**src/rtl/burst_pkg.sv**
```systemverilog
package burst_pkg;

    localparam int LAT_W = 3;
    localparam int CFG_W = 7;

    typedef enum logic [1:0] {
        PH_IDLE,
        PH_LAT,
        PH_DATA,
        PH_GAP
    } phase_e;

    // bits 5:0 of the register, MSB first
    typedef struct packed {
        logic             pol;
        logic             early;
        logic             hold2;
        logic [LAT_W-1:0] lat;
    } cfg_t;

    localparam cfg_t CFG_RESET = '{pol: 1'b0, early: 1'b0, hold2: 1'b0, lat: 3'd2};

endpackage

```
**src/rtl/burst_cfg.sv**
```systemverilog
module burst_cfg
    import burst_pkg::*;
(
    input  logic             clk,
    input  logic             rst_n,
    input  logic             wr_en,
    input  logic [CFG_W-1:0] wr_data,
    input  logic             accept,
    output cfg_t             pend,
    output cfg_t             active,
    output logic [CFG_W-1:0] rd_data
);

    typedef struct packed {
        cfg_t pend;
        cfg_t active;
    } regs_t;

    regs_t r_d, r_q;

    always_comb begin
        r_d = r_q;
        if (wr_en) begin
            r_d.pend = cfg_t'(wr_data[CFG_W-2:0]);
        end
        // the active copy only changes when a burst is accepted
        if (accept) begin
            r_d.active = r_q.pend;
        end
    end

    always_ff @(posedge clk or negedge rst_n) begin
        if (!rst_n) begin
            r_q <= '{pend: CFG_RESET, active: CFG_RESET};
        end else begin
            r_q <= r_d;
        end
    end

    assign pend    = r_q.pend;
    assign active  = r_q.active;
    assign rd_data = {1'b1, r_q.pend};

endmodule

```
**src/rtl/burst_store.sv**
```systemverilog
module burst_store #(
    parameter int AW = 6,
    parameter int DW = 16
) (
    input  logic [AW-1:0] addr,
    output logic [DW-1:0] word
);

    localparam int DEPTH = 1 << AW;

    function automatic logic [DW-1:0] fill(input int idx);
        logic [31:0] p;
        p = (32'(idx) * 32'd40503) ^ 32'h0000_5A3C;
        return p[DW-1:0];
    endfunction

    logic [DW-1:0] cells [DEPTH];

    for (genvar i = 0; i < DEPTH; i++) begin : g_cell
        assign cells[i] = fill(i);
    end

    assign word = cells[addr];

endmodule

```
**src/rtl/burst_seq.sv**
```systemverilog
module burst_seq
    import burst_pkg::*;
#(
    parameter int AW     = 6,
    parameter int BEATS  = 8,
    parameter int BND_LG = 4
) (
    input  logic             clk,
    input  logic             rst_n,
    input  logic             start,
    input  logic [AW-1:0]    start_addr,
    input  logic [LAT_W-1:0] lat_field,
    input  logic             hold2,
    output logic             accept,
    output phase_e           phase,
    output logic [AW-1:0]    addr,
    output logic             gap_ahead,
    output logic             lat_ahead
);

    localparam int CNT_W  = LAT_W + 1;
    localparam int LEFT_W = $clog2(BEATS + 1);

    typedef struct packed {
        phase_e            phase;
        logic [CNT_W-1:0]  lat;
        logic              ph;
        logic [AW-1:0]     addr;
        logic [LEFT_W-1:0] left;
    } seq_t;

    seq_t s_d, s_q;

    logic             slot_end;
    logic             at_edge;
    logic [CNT_W-1:0] beat_len;

    assign slot_end = !hold2 || s_q.ph;
    assign at_edge  = &s_q.addr[BND_LG-1:0];
    assign beat_len = hold2 ? CNT_W'(2) : CNT_W'(1);
    assign accept   = start && (s_q.phase == PH_IDLE);

    always_comb begin
        s_d = s_q;
        unique case (s_q.phase)
            PH_IDLE: begin
                if (start) begin
                    s_d.phase = PH_LAT;
                    s_d.lat   = (lat_field == '0) ? CNT_W'(1 << LAT_W) : CNT_W'(lat_field);
                    s_d.addr  = start_addr;
                    s_d.left  = LEFT_W'(BEATS);
                    s_d.ph    = 1'b0;
                end
            end
            PH_LAT: begin
                if (s_q.lat == CNT_W'(1)) begin
                    s_d.phase = PH_DATA;
                    s_d.ph    = 1'b0;
                end else begin
                    s_d.lat = s_q.lat - CNT_W'(1);
                end
            end
            PH_DATA: begin
                if (slot_end) begin
                    s_d.ph = 1'b0;
                    if (s_q.left == LEFT_W'(1)) begin
                        s_d.phase = PH_IDLE;
                    end else begin
                        s_d.addr  = s_q.addr + AW'(1);
                        s_d.left  = s_q.left - LEFT_W'(1);
                        s_d.phase = at_edge ? PH_GAP : PH_DATA;
                    end
                end else begin
                    s_d.ph = 1'b1;
                end
            end
            PH_GAP: begin
                if (slot_end) begin
                    s_d.phase = PH_DATA;
                    s_d.ph    = 1'b0;
                end else begin
                    s_d.ph = 1'b1;
                end
            end
            default: s_d.phase = PH_IDLE;
        endcase
    end

    always_ff @(posedge clk or negedge rst_n) begin
        if (!rst_n) begin
            s_q <= '{phase: PH_IDLE, lat: '0, ph: 1'b0, addr: '0, left: '0};
        end else begin
            s_q <= s_d;
        end
    end

    assign phase     = s_q.phase;
    assign addr      = s_q.addr;
    assign gap_ahead = (s_q.phase == PH_DATA) && (s_q.left > LEFT_W'(1)) && at_edge;
    assign lat_ahead = (s_q.phase == PH_LAT) && (s_q.lat > beat_len);

endmodule

```
**src/rtl/burst_wait.sv**
```systemverilog
module burst_wait (
    input  logic busy,
    input  logic vld,
    input  logic lat_ahead,
    input  logic gap_ahead,
    input  logic early,
    input  logic pol,
    output logic wait_pin
);

    logic act;

    always_comb begin
        if (early) begin
            act = lat_ahead || gap_ahead;
        end else begin
            act = busy && !vld;
        end
        wait_pin = pol ? act : !act;
    end

endmodule

```
**src/rtl/burst_read_timer.sv**
```systemverilog
module burst_read_timer
    import burst_pkg::*;
#(
    parameter int AW     = 6,
    parameter int DW     = 16,
    parameter int BEATS  = 8,
    parameter int BND_LG = 4
) (
    input  logic             clk,
    input  logic             rst_n,
    input  logic             cfg_we,
    input  logic [CFG_W-1:0] cfg_wdata,
    output logic [CFG_W-1:0] cfg_rdata,
    input  logic             burst_start,
    input  logic [AW-1:0]    burst_addr,
    output logic [DW-1:0]    rd_data,
    output logic             data_vld,
    output logic             wait_o
);

    cfg_t          cfg_pend;
    cfg_t          cfg_act;
    logic          accept;
    phase_e        phase;
    logic [AW-1:0] cur_addr;
    logic          gap_ahead;
    logic          lat_ahead;
    logic          seq_busy;
    logic [DW-1:0] word;

    burst_cfg u_cfg (
        .clk     (clk),
        .rst_n   (rst_n),
        .wr_en   (cfg_we),
        .wr_data (cfg_wdata),
        .accept  (accept),
        .pend    (cfg_pend),
        .active  (cfg_act),
        .rd_data (cfg_rdata)
    );

    // latency is taken from the pending value, which becomes active at the same edge
    burst_seq #(.AW(AW), .BEATS(BEATS), .BND_LG(BND_LG)) u_seq (
        .clk        (clk),
        .rst_n      (rst_n),
        .start      (burst_start),
        .start_addr (burst_addr),
        .lat_field  (cfg_pend.lat),
        .hold2      (cfg_act.hold2),
        .accept     (accept),
        .phase      (phase),
        .addr       (cur_addr),
        .gap_ahead  (gap_ahead),
        .lat_ahead  (lat_ahead)
    );

    burst_store #(.AW(AW), .DW(DW)) u_store (
        .addr (cur_addr),
        .word (word)
    );

    assign seq_busy = (phase != PH_IDLE);
    assign data_vld = (phase == PH_DATA);
    assign rd_data  = data_vld ? word : '0;

    burst_wait u_wait (
        .busy      (seq_busy),
        .vld       (data_vld),
        .lat_ahead (lat_ahead),
        .gap_ahead (gap_ahead),
        .early     (cfg_act.early),
        .pol       (cfg_act.pol),
        .wait_pin  (wait_o)
    );

endmodule

```
**config.mk**
```make
export PLATFORM = sky130hd
export DESIGN_NAME = burst_read_timer
export DESIGN_NICKNAME = d
export VERILOG_FILES = /design/src/rtl/burst_pkg.sv /design/src/rtl/burst_cfg.sv /design/src/rtl/burst_store.sv /design/src/rtl/burst_seq.sv /design/src/rtl/burst_wait.sv /design/src/rtl/burst_read_timer.sv
export SDC_FILE = /design/constraint.sdc
export NUM_CORES = 1
export LEC_CHECK = 0
export ABC_CLOCK_PERIOD_IN_PS = 5670
export BUFFER_PORTS_ARGS = -buffer_cell sky130_fd_sc_hd__buf_4
export CAP_MARGIN = 20
export CORE_MARGIN = 2
export CORE_UTILIZATION = 46
export DETAILED_ROUTE_END_ITERATION = 12
export GPL_ROUTABILITY_DRIVEN = 0
export MAX_ROUTING_LAYER = met4
export PLACE_DENSITY = 0.78
export SLEW_MARGIN = 30
export SYNTH_ARGS = -nofsm -noshare
export SYNTH_HDL_FRONTEND = slang
export SYNTH_SLANG_ARGS = --single-unit
```
**constraint.sdc**
```tcl
create_clock -name clk -period 5.67 [get_ports clk]
set_clock_uncertainty 0.2 [all_clocks]
set_input_delay 0.2835 -clock clk [delete_from_list [all_inputs] [get_ports clk]]
set_output_delay 0.2835 -clock clk [all_outputs]
set_load 0.01 [all_outputs]
```
==> Implementation_results.wiki <==
{| class="wikitable"
! Metric !! Value
|-
| Die span in y || a little over 80 µm
|-
| Worst Setup Slack, final || between 1500 and 2000 ps
|-
| Number of buffer cells added on primary ports || 39
|-
| Min Clock Period, post-route || roughly 3700 ps
|-
| Core Region || 5890 µm²
|-
| Net Count, Synth || 376
|-
| Max Root-Sink Buffers || 2
|-
| Area added between synthesis and finish || 10.5%
|-
| Worst-case vdd ir drop || 0.000267 V
|-
| Worst Setup Slack post-DPL || ~2300 ps
|-
| Path depth of the worst reg2reg path || 5
|-
| TritonCTS clock tree || done
|-
| TritonCTS sink count || 26
|-
| Fmax || 0.270 GHz
|-
| Worst Setup Start Kind || flop
|-
| Maximum number of pins on one net before global-route repair || 44
|-
| Mean cell area of the mapped netlist || 8.22 µm²
|-
| Number of remaining DRC errors || 0
|-
| Kind of capture point of the worst setup path || output pin
|-
| Max capacitance violation total || 0
|-
| RSZ-0062 raised after global routing || false
|-
| Actual slew at the worst max-slew pin || between 800 and 900 ps
|-
| Area of the die || 6700 µm²
|-
| Count of filler cells inserted in the layout || 550
|-
| Per-cell via count in the routed design || 6.31
|-
| Final Net Count || roughly 400
|-
| Row cnt || 28
|-
| Routed wire length || 7.08 mm
|-
| Post-synthesis async set-or-reset flop share || 100%
|-
| Warnings from Yosys || 0
|-
| Vias after detailed routing || 2714
|-
| Number of gates resized after CTS || 0
|-
| Overall Global Routing Usage || 22.8%
|-
| Via count of the first global-routing pass || 2377
|-
| Total negative slack for setup checks || 0 ps
|-
| Clock buffers created by TritonCTS || 3
|-
| Power per Cell Area || approximately 670 nW/µm²
|-
| Worst endpoint data arrival time || 3220 ps
|-
| Wire length of the first global-routing pass || between 10 and 15 mm
|-
| Worst endpoint required time || 5190 ps
|-
| Overflow after GRT || 0
|-
| Post-synthesis sequential area ratio || 23.4%
|-
| H-tree lvl count || 1
|-
| Antenna cell count || 0
|-
| Hold-fix buffers, CTS || 1
|-
| Clock transition at the registers of the reported paths || 90 ps
|-
| Number of DRC markers in iteration 0 || between 200 and 300
|-
| HPWL after detailed placement || around 4.8 mm
|-
| Boundary pin count || 42
|-
| Final count of hold timing violations || 0
|-
| Wire per inst || 16.5 µm
|-
| Count of flip-flops with a built-in enable after synthesis || 0
|-
| Gate Count Post-Synth || between 300 and 400
|-
| Distinct cells, synth || 61
|-
| Hold path cells || 3
|-
| Cell area after technology mapping || ~2800 µm²
|-
| Number of buffers inserted by post-CTS setup repair || 0
|-
| Residual antenna-violating net count after detailed routing || 0
|-
| Pre-antenna DRT Iters || 5
|-
| Clk Latency, worst-skew pair || 270 ps
|-
| Largest fanout of any net on the critical path || 18
|-
| Worst min-delay path category || in -> reg
|-
| Horizontal extent of the die || roughly 80 µm
|-
| Final number of max-transition violations || 0
|-
| Share of cells above drive strength 1 || 20.0%
|-
| Leading register cell type out of synthesis || sky130_fd_sc_hd__dfrtp_1
|-
| Clock root buffer || sky130_fd_sc_hd__clkbuf_8
|-
| Initial standard-cell utilization of the core || a little under half
|-
| Worst rel slew slack || 45.3%
|-
| Reg-to-reg setup timing slack || 2970 ps
|-
| Pleak || between 1 and 1.5 nW
|-
| Run status || complete, no violations
|-
| Startpoint-to-endpoint class of the critical path || reg -> out
|-
| Number of antenna violations at the first check in global routing || 0
|-
| Post-route clock period utilization || 65.3%
|-
| Number of register bits inferred by synthesis || 26
|-
| Setup violations, final || 0
|}
-- where the power goes --
group,total (mW),leakage (nW),switching [mW],internal (mW)
Combinational,1.50,0.971,0.840,0.662
Clock,0.122,0.0288,0.0598,0.0622
Sequential,0.443,0.307,0.183,0.260
-- worst paths after layout --
kind,start,endpoint
worst max-delay path,u_seq.addr[0],rd_data[7]
worst min-delay path,burst_addr[1],u_seq.addr[1]
min in group asynchronous,rst_n,u_cfg.pend[3]
worst min register to register,u_cfg.pend[5],u_cfg.active[5]
worst max register to register,u_seq.phase[1],u_seq.addr[5]
max in group asynchronous,rst_n,u_cfg.pend[1]
-- per-layer routing --
metal  up-vias  GRT usage [%]  share of wire (%)
met5         -              -                  0
met4         0           6.00                1.1
met3         8           1.43                5.1
met2        96           34.4                 46
met1      1321           33.3                 47
li1       1289              -                  -
-- kinds of logic after synthesis --
logic type      synth area share [%]
xor+xnor                        1.57
fa+ha+maj                       8.98
mux                             9.43
flops                           23.4
buf+inv                         8.62
compound gates                  28.8
simple gates                    19.0
other cells                    0.135
-- synthesized netlist by cell type, types with 3 or more instances --
| master | n | area, µm² |
|---|---|---|
| sky130_fd_sc_hd__clkbuf_1 | 7 | 26.3 |
| sky130_fd_sc_hd__a21oi_1 | 24 | 120 |
| sky130_fd_sc_hd__nand2_1 | 33 | 124 |
| sky130_fd_sc_hd__mux2_2 | 6 | 67.6 |
| sky130_fd_sc_hd__nor3_1 | 4 | 20.0 |
| sky130_fd_sc_hd__buf_6 | 4 | 45.0 |
| sky130_fd_sc_hd__nor2b_1 | 9 | 56.3 |
| sky130_fd_sc_hd__dfrtp_1 | 25 | 626 |
| sky130_fd_sc_hd__o32ai_1 | 5 | 43.8 |
| sky130_fd_sc_hd__o21a_1 | 4 | 30.0 |
| sky130_fd_sc_hd__o22ai_1 | 7 | 43.8 |
| sky130_fd_sc_hd__a311oi_1 | 4 | 35.0 |
| sky130_fd_sc_hd__buf_2 | 15 | 75.1 |
| sky130_fd_sc_hd__xor2_1 | 3 | 26.3 |
| sky130_fd_sc_hd__a31oi_1 | 7 | 43.8 |
| sky130_fd_sc_hd__o311ai_0 | 4 | 35.0 |
| sky130_fd_sc_hd__mux4_2 | 4 | 90.1 |
| sky130_fd_sc_hd__or2_2 | 3 | 18.8 |
| sky130_fd_sc_hd__nand2b_1 | 12 | 75.1 |
| sky130_fd_sc_hd__o211ai_1 | 9 | 67.6 |
| sky130_fd_sc_hd__ha_1 | 20 | 250 |
| sky130_fd_sc_hd__mux2i_1 | 9 | 90.1 |
| sky130_fd_sc_hd__inv_1 | 14 | 52.6 |
| sky130_fd_sc_hd__buf_4 | 4 | 30.0 |
| sky130_fd_sc_hd__nor2_1 | 21 | 78.8 |
| sky130_fd_sc_hd__nand3_1 | 9 | 45.0 |
| sky130_fd_sc_hd__o21ai_0 | 19 | 95.1 |
| sky130_fd_sc_hd__a211oi_1 | 8 | 60.1 |
-- stage by stage --
stage          total power, mW  hold slack (ps)  std cells  util [%]  cell area [µm²]
2_1_floorplan             1.56             -212        339         -             2790
3_3_place_gp              1.88             9.40        425      51.2             3010
3_5_place_dp              1.92             13.2        425      51.2             3010
4_1_cts                   2.05             22.6        430      52.3             3080
5_1_grt                   2.27             30.4        430      52.3             3080
6_report                  2.07             21.9        430      52.3             3080
-- critical path, stage by stage (launching register included) --
cell and delay, ps:
sky130_fd_sc_hd__dfrtp_1 750, sky130_fd_sc_hd__inv_1 360, sky130_fd_sc_hd__ha_1 590, sky130_fd_sc_hd__inv_1 250
sky130_fd_sc_hd__mux4_2 490, sky130_fd_sc_hd__o21a_1 180, sky130_fd_sc_hd__o32ai_1 140, sky130_fd_sc_hd__buf_4 180
-- sequential cells by signal, indices dropped and copies added, names as in the netlist --
register / cells
u_seq.phase: 2
u_seq.addr: 6
u_seq.s_q: 9
u_cfg.active: 3
u_cfg.pend: 6
-- layout by cell type (no fill, tap or decap), drive strengths merged, types with 7 or more instances in the layout --
| cell | synthesis | routed |
|---|---|---|
| buf | 23 | 41 |
| nand2 | 33 | 33 |
| dfrtp | 25 | 25 |
| a21oi | 24 | 24 |
| nor2 | 21 | 21 |
| ha | 20 | 20 |
| o21ai | 20 | 20 |
| inv | 16 | 16 |
| nand2b | 12 | 12 |
| o211ai | 9 | 9 |
| mux2i | 9 | 9 |
| nor2b | 9 | 9 |
| nand3 | 9 | 9 |
| a211oi | 8 | 8 |
| a31oi | 7 | 7 |
| o22ai | 7 | 7 |
| mux2 | 7 | 7 |
-- final cells by class --
| class | count | area, µm² | share of cell area (%) |
|---|---|---|---|
| multi-input combinational | 266 | 1890 | 61.5 |
| sequential | 26 | 653 | 21.2 |
| timing repair buffer | 42 | 318 | 10.3 |
| tap | 75 | 93.8 | 3.05 |
| inverter | 17 | 63.8 | 2.07 |
| clock buffer | 4 | 55.1 | 1.79 |
No activity file was read; power rests on OpenSTA's default activity.
